==> config.mk <==
export PLATFORM = sky130hd
export DESIGN_NAME = tcal_conv
export DESIGN_NICKNAME = d
export VERILOG_FILES = /design/src/rtl/tcal_pkg.sv /design/src/rtl/tcal_trim_fix.sv /design/src/rtl/tcal_sdiv.sv /design/src/rtl/tcal_conv.sv
export SDC_FILE = /design/constraint.sdc
export NUM_CORES = 1
export LEC_CHECK = 0
export ABC_AREA = 1
export BUFFER_PORTS_ARGS = -buffer_cell sky130_fd_sc_hd__buf_2
export CAP_MARGIN = 25
export CORE_MARGIN = 2
export CORE_UTILIZATION = 35
export DETAILED_ROUTE_END_ITERATION = 7
export MAX_ROUTING_LAYER = met4
export PLACE_DENSITY_LB_ADDON = 0.2
export SLEW_MARGIN = 30
export SYNTH_ARGS = -nofsm -noshare
export SYNTH_HDL_FRONTEND = slang
export SYNTH_SLANG_ARGS = --single-unit
==> constraint.sdc <==
create_clock -name clk -period 7.5 [get_ports clk]
set_input_delay 0.75 -clock clk [delete_from_list [all_inputs] [get_ports clk]]
set_output_delay 0.75 -clock clk [all_outputs]
set_load 0.005 [all_outputs]
==> src/rtl/tcal_pkg.sv <==
package tcal_pkg;
   typedef enum logic [1:0] {
      CAL_FIXED = 2'd0,
      CAL_ONE   = 2'd1,
      CAL_TWO   = 2'd2,
      CAL_ALT   = 2'd3
   } cal_mode_e;

   typedef enum logic [1:0] {
      ST_IDLE = 2'd0,
      ST_DIV  = 2'd1,
      ST_FIN  = 2'd2
   } conv_state_e;
endpackage

==> src/rtl/tcal_trim_fix.sv <==
module tcal_trim_fix #(
   parameter int W      = 8,
   parameter int TRIM_W = 32
) (
   input  logic              clk,
   input  logic              rst_n,
   input  logic              load,
   input  logic [TRIM_W-1:0] trim_word,
   input  logic [2*W-1:0]    dflt_word,
   input  logic [W-1:0]      lim_min,
   input  logic [W-1:0]      lim_max,
   output logic [W-1:0]      e1,
   output logic [W-1:0]      e2
);
   localparam int LANES = 2;

   logic [W-1:0] fixed [LANES];
   logic [W-1:0] held  [LANES];

   for (genvar g = 0; g < LANES; g++) begin : g_lane
      logic [W-1:0] raw;
      logic [W-1:0] fallback;
      logic         reject;

      assign raw      = trim_word[g*W +: W];
      assign fallback = dflt_word[g*W +: W];

      if (g == 0) begin : g_ranged
         assign reject = (raw == '0) || (raw < lim_min) || (raw > lim_max);
      end else begin : g_zero_only
         assign reject = (raw == '0);
      end

      assign fixed[g] = reject ? fallback : raw;

      always_ff @(posedge clk or negedge rst_n) begin
         if (!rst_n) begin
            held[g] <= '0;
         end else if (load) begin
            held[g] <= fixed[g];
         end
      end
   end

   assign e1 = held[0];
   assign e2 = held[1];
endmodule

==> src/rtl/tcal_sdiv.sv <==
module tcal_sdiv #(
   parameter int NW  = 18,
   parameter int DNW = 9
) (
   input  logic                  clk,
   input  logic                  rst_n,
   input  logic                  start,
   input  logic signed [NW-1:0]  num,
   input  logic signed [DNW-1:0] den,
   output logic                  fin,
   output logic signed [NW-1:0]  quo
);
   localparam int CW = $clog2(NW + 1);

   logic [NW-1:0]  q_sh;
   logic [DNW-1:0] rem;
   logic [DNW-1:0] dmag;
   logic [CW-1:0]  cnt;
   logic           run;
   logic           neg;

   logic [NW-1:0]  num_mag;
   logic [DNW-1:0] den_mag;
   logic [DNW:0]   trial;
   logic           ge;

   assign num_mag = num[NW-1]   ? NW'(-num)  : NW'(num);
   assign den_mag = den[DNW-1]  ? DNW'(-den) : DNW'(den);
   assign trial   = {rem, q_sh[NW-1]};
   assign ge      = trial >= {1'b0, dmag};

   always_ff @(posedge clk or negedge rst_n) begin
      if (!rst_n) begin
         q_sh <= '0;
         rem  <= '0;
         dmag <= '0;
         cnt  <= '0;
         run  <= 1'b0;
         neg  <= 1'b0;
         fin  <= 1'b0;
      end else if (start) begin
         q_sh <= num_mag;
         rem  <= '0;
         dmag <= den_mag;
         cnt  <= CW'(NW);
         run  <= 1'b1;
         neg  <= num[NW-1] ^ den[DNW-1];
         fin  <= 1'b0;
      end else if (run) begin
         q_sh <= {q_sh[NW-2:0], ge};
         rem  <= ge ? DNW'(trial - {1'b0, dmag}) : DNW'(trial);
         cnt  <= cnt - 1'b1;
         if (cnt == CW'(1)) begin
            run <= 1'b0;
            fin <= 1'b1;
         end
      end else begin
         fin <= 1'b0;
      end
   end

   assign quo = neg ? -$signed(q_sh) : $signed(q_sh);
endmodule

==> src/rtl/tcal_conv.sv <==
module tcal_conv
   import tcal_pkg::*;
#(
   parameter int W      = 8,
   parameter int TRIM_W = 32,
   parameter int RES_W  = 2 * W + 2
) (
   input  logic             clk,
   input  logic             rst_n,
   input  logic [TRIM_W-1:0] trim_word,
   input  logic [2*W-1:0]   dflt_word,
   input  logic [W-1:0]     lim_min,
   input  logic [W-1:0]     lim_max,
   input  logic             load_trim,
   input  logic [W-1:0]     cal_t1,
   input  logic [W-1:0]     cal_t2,
   input  logic [W-1:0]     dflt_ofs,
   input  logic [1:0]       cal_mode,
   input  logic             req_start,
   input  logic             req_dir,
   input  logic [W-1:0]     req_val,
   output logic             busy,
   output logic             done,
   output logic             err,
   output logic [RES_W-1:0] result,
   output logic [W-1:0]     trim_e1,
   output logic [W-1:0]     trim_e2
);
   localparam int DW = W + 1;
   localparam int NW = 2 * DW;

   if (W < 2) begin : g_bad_width
      $error("tcal_conv: W must be at least 2");
   end
   if (TRIM_W < 2 * W) begin : g_bad_trim
      $error("tcal_conv: TRIM_W must hold two trim fields");
   end
   if (RES_W < NW) begin : g_bad_res
      $error("tcal_conv: RES_W too narrow for the quotient");
   end

   conv_state_e state;
   cal_mode_e   mode;
   logic        accept;

   logic signed [DW-1:0]    s_val, s_t1, s_t2, s_e1, s_e2;
   logic signed [DW-1:0]    dt_v, dt_span, de_v, de_span;
   logic signed [NW-1:0]    num;
   logic signed [DW-1:0]    den;
   logic signed [DW-1:0]    base;
   logic signed [RES_W-1:0] x_val, x_e1, x_t1, x_ofs, direct;
   logic signed [RES_W-1:0] base_q;
   logic signed [NW-1:0]    quo;
   logic                    div_fin;
   logic                    div_go;

   tcal_trim_fix #(.W(W), .TRIM_W(TRIM_W)) u_trim (
      .clk       (clk),
      .rst_n     (rst_n),
      .load      (load_trim),
      .trim_word (trim_word),
      .dflt_word (dflt_word),
      .lim_min   (lim_min),
      .lim_max   (lim_max),
      .e1        (trim_e1),
      .e2        (trim_e2)
   );

   assign mode   = cal_mode_e'(cal_mode);
   assign accept = (state == ST_IDLE) && req_start;

   assign s_val = $signed({1'b0, req_val});
   assign s_t1  = $signed({1'b0, cal_t1});
   assign s_t2  = $signed({1'b0, cal_t2});
   assign s_e1  = $signed({1'b0, trim_e1});
   assign s_e2  = $signed({1'b0, trim_e2});

   assign dt_v    = s_val - s_t1;
   assign dt_span = s_t2 - s_t1;
   assign de_v    = s_val - s_e1;
   assign de_span = s_e2 - s_e1;

   always_comb begin
      if (!req_dir) begin
         num  = NW'(dt_v) * NW'(de_span);
         den  = dt_span;
         base = s_e1;
      end else begin
         num  = NW'(de_v) * NW'(dt_span);
         den  = de_span;
         base = s_t1;
      end
   end

   assign x_val = $signed({{(RES_W-W){1'b0}}, req_val});
   assign x_e1  = $signed({{(RES_W-W){1'b0}}, trim_e1});
   assign x_t1  = $signed({{(RES_W-W){1'b0}}, cal_t1});
   assign x_ofs = $signed({{(RES_W-W){1'b0}}, dflt_ofs});

   always_comb begin
      case (mode)
         CAL_ONE: direct = req_dir ? (x_val - x_e1 + x_t1) : (x_val + x_e1 - x_t1);
         default: direct = req_dir ? (x_val - x_ofs) : (x_val + x_ofs);
      endcase
   end

   assign div_go = accept && (mode == CAL_TWO) && (den != '0);

   tcal_sdiv #(.NW(NW), .DNW(DW)) u_div (
      .clk   (clk),
      .rst_n (rst_n),
      .start (div_go),
      .num   (num),
      .den   (den),
      .fin   (div_fin),
      .quo   (quo)
   );

   always_ff @(posedge clk or negedge rst_n) begin
      if (!rst_n) begin
         state  <= ST_IDLE;
         result <= '0;
         err    <= 1'b0;
         base_q <= '0;
      end else begin
         case (state)
            ST_IDLE: begin
               if (accept) begin
                  err <= 1'b0;
                  if (mode == CAL_TWO) begin
                     if (den == '0) begin
                        err   <= 1'b1;
                        state <= ST_FIN;
                     end else begin
                        base_q <= RES_W'(base);
                        state  <= ST_DIV;
                     end
                  end else begin
                     result <= direct;
                     state  <= ST_FIN;
                  end
               end
            end
            ST_DIV: begin
               if (div_fin) begin
                  result <= RES_W'(quo) + base_q;
                  state  <= ST_FIN;
               end
            end
            default: state <= ST_IDLE;
         endcase
      end
   end

   assign busy = (state != ST_IDLE);
   assign done = (state == ST_FIN);
endmodule

==> results.py, run 1 <==
metrics = {
    "yosys": {
        "ys_types": 56,
        "ys_ff_latch": 89,
        "syn_avg_cell_area_um2": 6.985,
        "synth.area.top_cells": "fa_1 20%, dfrtp_1 14%, ha_1 14%, nand2_1 14%, inv_1 10%",
        "synth_xor_area_share_pct": 4.131,
        "syn_area_um2": 16300,
        "synth.top_cell.area_share_pct": 19.53,
        "synth_nets": 2773,
        "synth_compound_area_share_pct": 9.260,
        "syn_inst": 2333,
        "synth_top_cell_by_area": "fa_1",
        "synth_fa_ha_area_share_pct": 33.20,
        "synth_flop_cell": "dfrtp_1",
        "synth_edf_count": 0,
        "async_flop_share_pct": 100.0,
        "synthMuxAreaShare_pct": 0,
        "yosys_warnings": 0,
        "synthSimpleGateAreaFrac_pct": 27.86,
        "yosysSeqAreaShare_pct": 13.67,
        "synth_top_family_by_area": "adder cells",
    },
    "placed_design": {
        "dp_hpwl_um": 43150,
        "io_buffer_count": 123,
        "finalWeightedCongestion": 0.9502,
    },
    "drt": {
        "first_iter_violations": 890,
        "routedWlPerCell_um": 15.85,
        "ant_nets": 0,
        "num_vias": 15282,
        "vias_per_cell": 4.865,
        "drcViolationCount": 0,
        "first_pass_iters": 6,
        "wl_um": 49790,
    },
    "worst_setup_path": {
        "crit_family": "adder cells",
        "reg2reg_depth": 33,
        "cp.required_ns": 7.80,
        "path_class": "in2reg",
        "rrSetupSlack_ns": 0.54,
        "cp_data_arrival_time_ns": 7.44,
        "timing.rr.end": "u_div.q_sh[17]",
        "cpPeakStageDelay_ns": 0.54,
        "path_buf_inv": 10,
        "worstSetupStartpointType": "input pin",
        "cp_common_cell": "nand2_1",
        "endpoint_kind": "flop",
        "r2r-start": "u_trim.e1[2]",
        "worstPathMaxFanout": 4,
        "critPathSlowestCell": "fa_1",
    },
    "sta": {
        "max_freq_mhz": 140.0,
        "tightest_slew_ns": 0.8781,
        "slew_headroom_pct": 41.39,
        "timing.setup.tns_ns": 0,
        "finClkSkew_ns": 0.01164,
        "setup_viol": 0,
        "min_period_over_period_pct": 95.23,
        "hold_viol": 0,
        "hold_slack_ns": 0.2496,
        "slew_viol_final": 0,
        "fin_crit_ns": 7.142,
    },
    "grt": {
        "first_global_vias": 15125,
        "antenna_found_initial": 1,
        "globalRouteTotalUtil_pct": 22.01,
        "grt-ovfl-total": 0,
        "grt_max_degree": 71,
        "grt_pass1_wl_um": 80810,
    },
    "floorplanning": {
        "pin_count": 140,
        "die_h_um": 219.8,
        "dieArea_um2": 48300,
        "die_x_um": 219.8,
        "start_util_pct": 35.23,
        "core-area_um2": 46260,
        "core.rowCount": 79,
    },
    "cts": {
        "clock_sinks": 89,
        "h-tree-depth": 3,
        "root_buffer": "clkbuf_16",
        "numCtsBuffers": 9,
        "clkLatencyLatePin_ns": 0.37,
        "tritoncts": "built",
        "clk_pin_slew_worst_paths_ns": 0.07,
        "clockBufferDepth": 2,
    },
    "final_layout": {
        "fin_nets": 2968,
        "layout_common_cells": "586 x nand2_1, 436 x inv_1, 208 x nor2_1, 178 x ha_1, 175 x nand3_1",
        "fin_util_pct": 40.00,
        "area_delta_synth_final_pct": 13.55,
        "drive_above_1_share_pct": 11.61,
        "final_common_cell": "nand2_1",
    },
    "job": {
        "drv_cap": 0,
    },
    "outcome": {
        "status": "finished, final reports clean",
    },
    "min_path": {
        "hp-class": "in2async",
    },
}
worst max-delay path by stage:
stage,start,to,slack [ns],depth (start not counted)
2_1_floorplan,req_val[0],u_div.q_sh[10],0.54,33
3_3_place_gp,req_val[0],u_div.q_sh[15],-0.07,38
3_5_place_dp,req_val[0],u_div.q_sh[17],-0.10,38
4_1_cts,req_val[0],u_div.q_sh[17],0.27,38
5_1_grt,req_val[0],u_div.q_sh[9],-0.01,40
6_report,req_val[0],u_div.q_sh[17],0.36,38
metal layers:
layer,vias up,GRT usage [%],wire length (µm)
met5,-,-,0
met4,0,4.631,1035
met3,48,2.195,1798
met2,325,36.05,23370
met1,7186,29.56,23580
li1,7723,-,-
logic make-up (layout without fill, tap and decap cells):
| family | count (synthesis) | in the layout |
|---|---|---|
| AOI/OAI and AO/OA | 273 | 273 |
| xor gates and xnor gates | 73 | 73 |
| adders and majority gates | 337 | 337 |
| buffers and inverters | 489 | 689 |
| DFF | 89 | 89 |
| other | 0 | 1 |
| and+or+nand+nor | 1072 | 1072 |
layout make-up:
cell class | count | area (µm²)
Tap cell | 607 | 759.5
Clock inverter | 6 | 42.54
Clock buffer | 10 | 229.0
Fill cell | 4955 | 27760
Sequential cell | 89 | 2227
Multi-Input combinational cell | 1755 | 12160
Inverter | 448 | 1685
Antenna cell | 1 | 2.502
Timing Repair Buffer | 225 | 1400
worst register-to-register path, delay by kind of cell, from the launching register on:
family	cells	cell delay (ns)
AOI/OAI and AO/OA	2	0.39
adders and majority gates	7	3.23
buffers and inverters	9	1.14
DFF	1	0.38
and+or+nand+nor	15	1.72
per-stage QoR:
| step | worst slack (ns) | cell area [µm²] | cells |
|---|---|---|---|
| finish | 0.3580 | 18500 | 3141 |
| global route | -0.01401 | 18500 | 3141 |
| CTS | 0.2713 | 18470 | 3140 |
| detailed placement | -0.1005 | 18200 | 3124 |
| global placement | -0.06991 | 18200 | 3124 |
| floorplan | 0.5431 | 16300 | 2333 |
synthesized netlist by cell type, types with 14 or more instances:
cell / count
a21oi_1: 127
buf_2: 14
clkbuf_1: 16
dfrtp_1: 89
fa_1: 159
ha_1: 178
inv_1: 437
nand2_1: 589
nand3_1: 176
nand4_1: 34
nor2_1: 209
o21ai_0: 86
or2_2: 14
xnor2_1: 29
xor2_1: 41
sequential cells by signal, summed over array words and instances (netlist names):
register / cells
result: 18
u_trim.e2: 8
u_div.neg: 1
u_div.cnt: 5
state: 2
u_div.run: 1
err: 1
u_div.rem: 9
u_trim.e1: 8
u_div.dmag: 9
u_div.fin: 1
u_div.q_sh: 18
base_q: 8
what timing repair did:
action                     4_1_cts  5_1_grt
hold buffers                     0        0
gates resized for setup          0       10
setup endpoints to repair        0       15
setup buffers                    0        0
Power of run 1 is left out: the tool's default activity adds up to more than one toggle a clock period on the data nets, which glitch-free logic cannot reach.
==> run 2: changes to the inputs <==
--- a/config.mk
+++ b/config.mk
@@ -8,11 +8,11 @@
 export ABC_AREA = 1
 export BUFFER_PORTS_ARGS = -buffer_cell sky130_fd_sc_hd__buf_2
 export CAP_MARGIN = 25
-export CORE_MARGIN = 2
 export CORE_UTILIZATION = 35
 export DETAILED_ROUTE_END_ITERATION = 7
 export MAX_ROUTING_LAYER = met4
 export PLACE_DENSITY_LB_ADDON = 0.2
+export RECOVER_POWER = 100
 export SLEW_MARGIN = 30
 export SYNTH_ARGS = -nofsm -noshare
 export SYNTH_HDL_FRONTEND = slang
==> run 2 against run 1 <==
Net effect:
- the flow now finishes with violations (capacitance limit, slew limit)
- sequential cell count unchanged
- core utilization is 1.4 points higher
- cell count rose by 1.9%
- worst setup slack gained 0.077 ns
- clock skew grew 0.0022 ns
- critical path depth down 4
- via count grew 2.5%
- critical path type unchanged
==> results.py, run 2 (synthesis gave the netlist of run 1 again) <==
metrics = {
    "grt": {
        "antenna_found_initial": 0,
        "grt_pass1_wl_um": 81560,
        "first_global_vias": 15355,
        "globalRouteTotalUtil_pct": 22.44,
        "grt_max_degree": 66,
        "grt-ovfl-total": 0,
    },
    "drt": {
        "drcViolationCount": 0,
        "ant_nets": 0,
        "vias_per_cell": 4.893,
        "first_iter_violations": 959,
        "wl_um": 50270,
        "num_vias": 15668,
        "routedWlPerCell_um": 15.70,
        "first_pass_iters": 6,
    },
    "cts": {
        "clockBufferDepth": 2,
        "clk_pin_slew_worst_paths_ns": 0.07,
        "h-tree-depth": 3,
        "clock_sinks": 89,
        "root_buffer": "clkbuf_16",
        "clkLatencyLatePin_ns": 0.36,
        "numCtsBuffers": 9,
        "tritoncts": "built",
        "cts_hold_buf": 0,
    },
    "final_layout": {
        "layout_common_cells": "587 x nand2_1, 436 x inv_1, 212 x nor2_1, 177 x ha_1, 176 x nand3_1",
        "final_area_um2": 18900,
        "fin_nets": 3037,
        "n_antenna_cell": 0,
        "area_delta_synth_final_pct": 16.01,
        "reg_top3": "result (18), u_div.q_sh (18)",
        "final_common_cell": "nand2_1",
        "fin_util_pct": 41.39,
        "fillers": 4820,
        "drive_above_1_share_pct": 12.53,
    },
    "worst_setup_path": {
        "rrSetupSlack_ns": 0.54,
        "cp_data_arrival_time_ns": 7.35,
        "crit_cells": 34,
        "endpoint": "u_div.q_sh[13]",
        "cp_common_cell": "nand3_1",
        "path_class": "in2reg",
        "timing.rr.end": "u_div.q_sh[13]",
        "startpoint": "cal_t1[0]",
        "endpoint_kind": "flop",
        "worstSetupStartpointType": "input pin",
        "r2r-start": "u_trim.e1[0]",
        "path_buf_inv": 10,
        "cpPeakStageDelay_ns": 0.55,
        "reg2reg_depth": 28,
        "critPathSlowestCell": "fa_1",
        "crit_family": "adder cells",
        "cp.required_ns": 7.79,
        "worstPathMaxFanout": 15,
    },
    "job": {
        "drv_cap": 1,
    },
    "floorplanning": {
        "core.rowCount": 78,
        "die_h_um": 217.8,
        "dieArea_um2": 47430,
        "core-area_um2": 45670,
        "die_x_um": 217.8,
        "pin_count": 140,
        "start_util_pct": 35.68,
    },
    "sta": {
        "hold_viol": 0,
        "slew_headroom_pct": -137.7,
        "max_freq_mhz": 141.5,
        "slew_viol_final": 66,
        "min_period_over_period_pct": 94.20,
        "setup_viol": 0,
        "fin_crit_ns": 7.065,
        "hold_slack_ns": 0.4820,
        "worst_slack_ns": 0.4353,
        "finClkSkew_ns": 0.01386,
        "tightest_slew_ns": 3.565,
    },
    "outcome": {
        "failed_checks": "capacitance limit, slew limit",
        "status": "finished, violations left",
    },
    "min_path": {
        "hp-class": "reg2reg",
    },
    "placed_design": {
        "place_ws_ns": -0.1423,
        "finalWeightedCongestion": 0.9497,
        "post_dp_cell_area_um2": 18690,
        "dp_hpwl_um": 43510,
        "io_buffer_count": 123,
    },
}
run 2: changes by cell type in the layout (fill, tap and decap cells not counted), moves of 3 or more:
cell      previous run  this run
buf_4              101       155
clkbuf_1             1        28
buf_2              122       104
o21ai_0             85        92
o21ai_1              7         2
nor2_1             208       212
buf_1                0         3
clkbuf_4             0         3
run 2: final cells by class:
class                   count  area, µm²  share of cell area, %
repair buffers            294       1843                  9.749
clock buffers              11      252.7                  1.337
clock inverters             5      37.54                 0.1986
well taps                 600      750.7                  3.971
flip-flops and latches     89       2228                  11.79
multi-input cells        1755      12110                  64.03
inverters                 448       1687                  8.922
run 2: repair_timing:
item,4_1_cts,5_1_grt
resized for setup,0,9
setup endpoints to repair,0,16
setup buffers,0,1
run 2: per-stage QoR:
step           instances  setup TNS, ns
2_1_floorplan       2333              0
3_3_place_gp        3185       -0.07235
3_5_place_dp        3185        -0.2814
4_1_cts             3201              0
5_1_grt             3202       -0.01907
6_report            3202              0
run 2: worst min path at each step:
stage	to	startpoint	depth (start not counted)	slack, ns
6_report	result[2]	result[2]	2	0.48
3_3_place_gp	err	err	2	0.46
2_1_floorplan	base_q[0]	rst_n	0	0.45
3_5_place_dp	result[5]	result[5]	2	0.47
4_1_cts	result[7]	rst_n	1	0.30
5_1_grt	base_q[2]	base_q[2]	2	0.52
run 2: tightest hold or removal path, delay by kind of cell (launching register included):
kind | cells | cell delay (ns)
flip-flops | 1 | 0.34
AO/OA/AOI/OAI | 1 | 0.06
AND/OR/NAND/NOR | 1 | 0.05
run 2: layer usage:
metal	global-route usage (%)	wire, µm	vias up
met5	-	0	-
li1	-	-	7859
met4	4.196	868	0
met2	35.64	22690	369
met1	31.16	24480	7386
met3	2.148	2222	54
Power of run 2 is left out for the same reason.
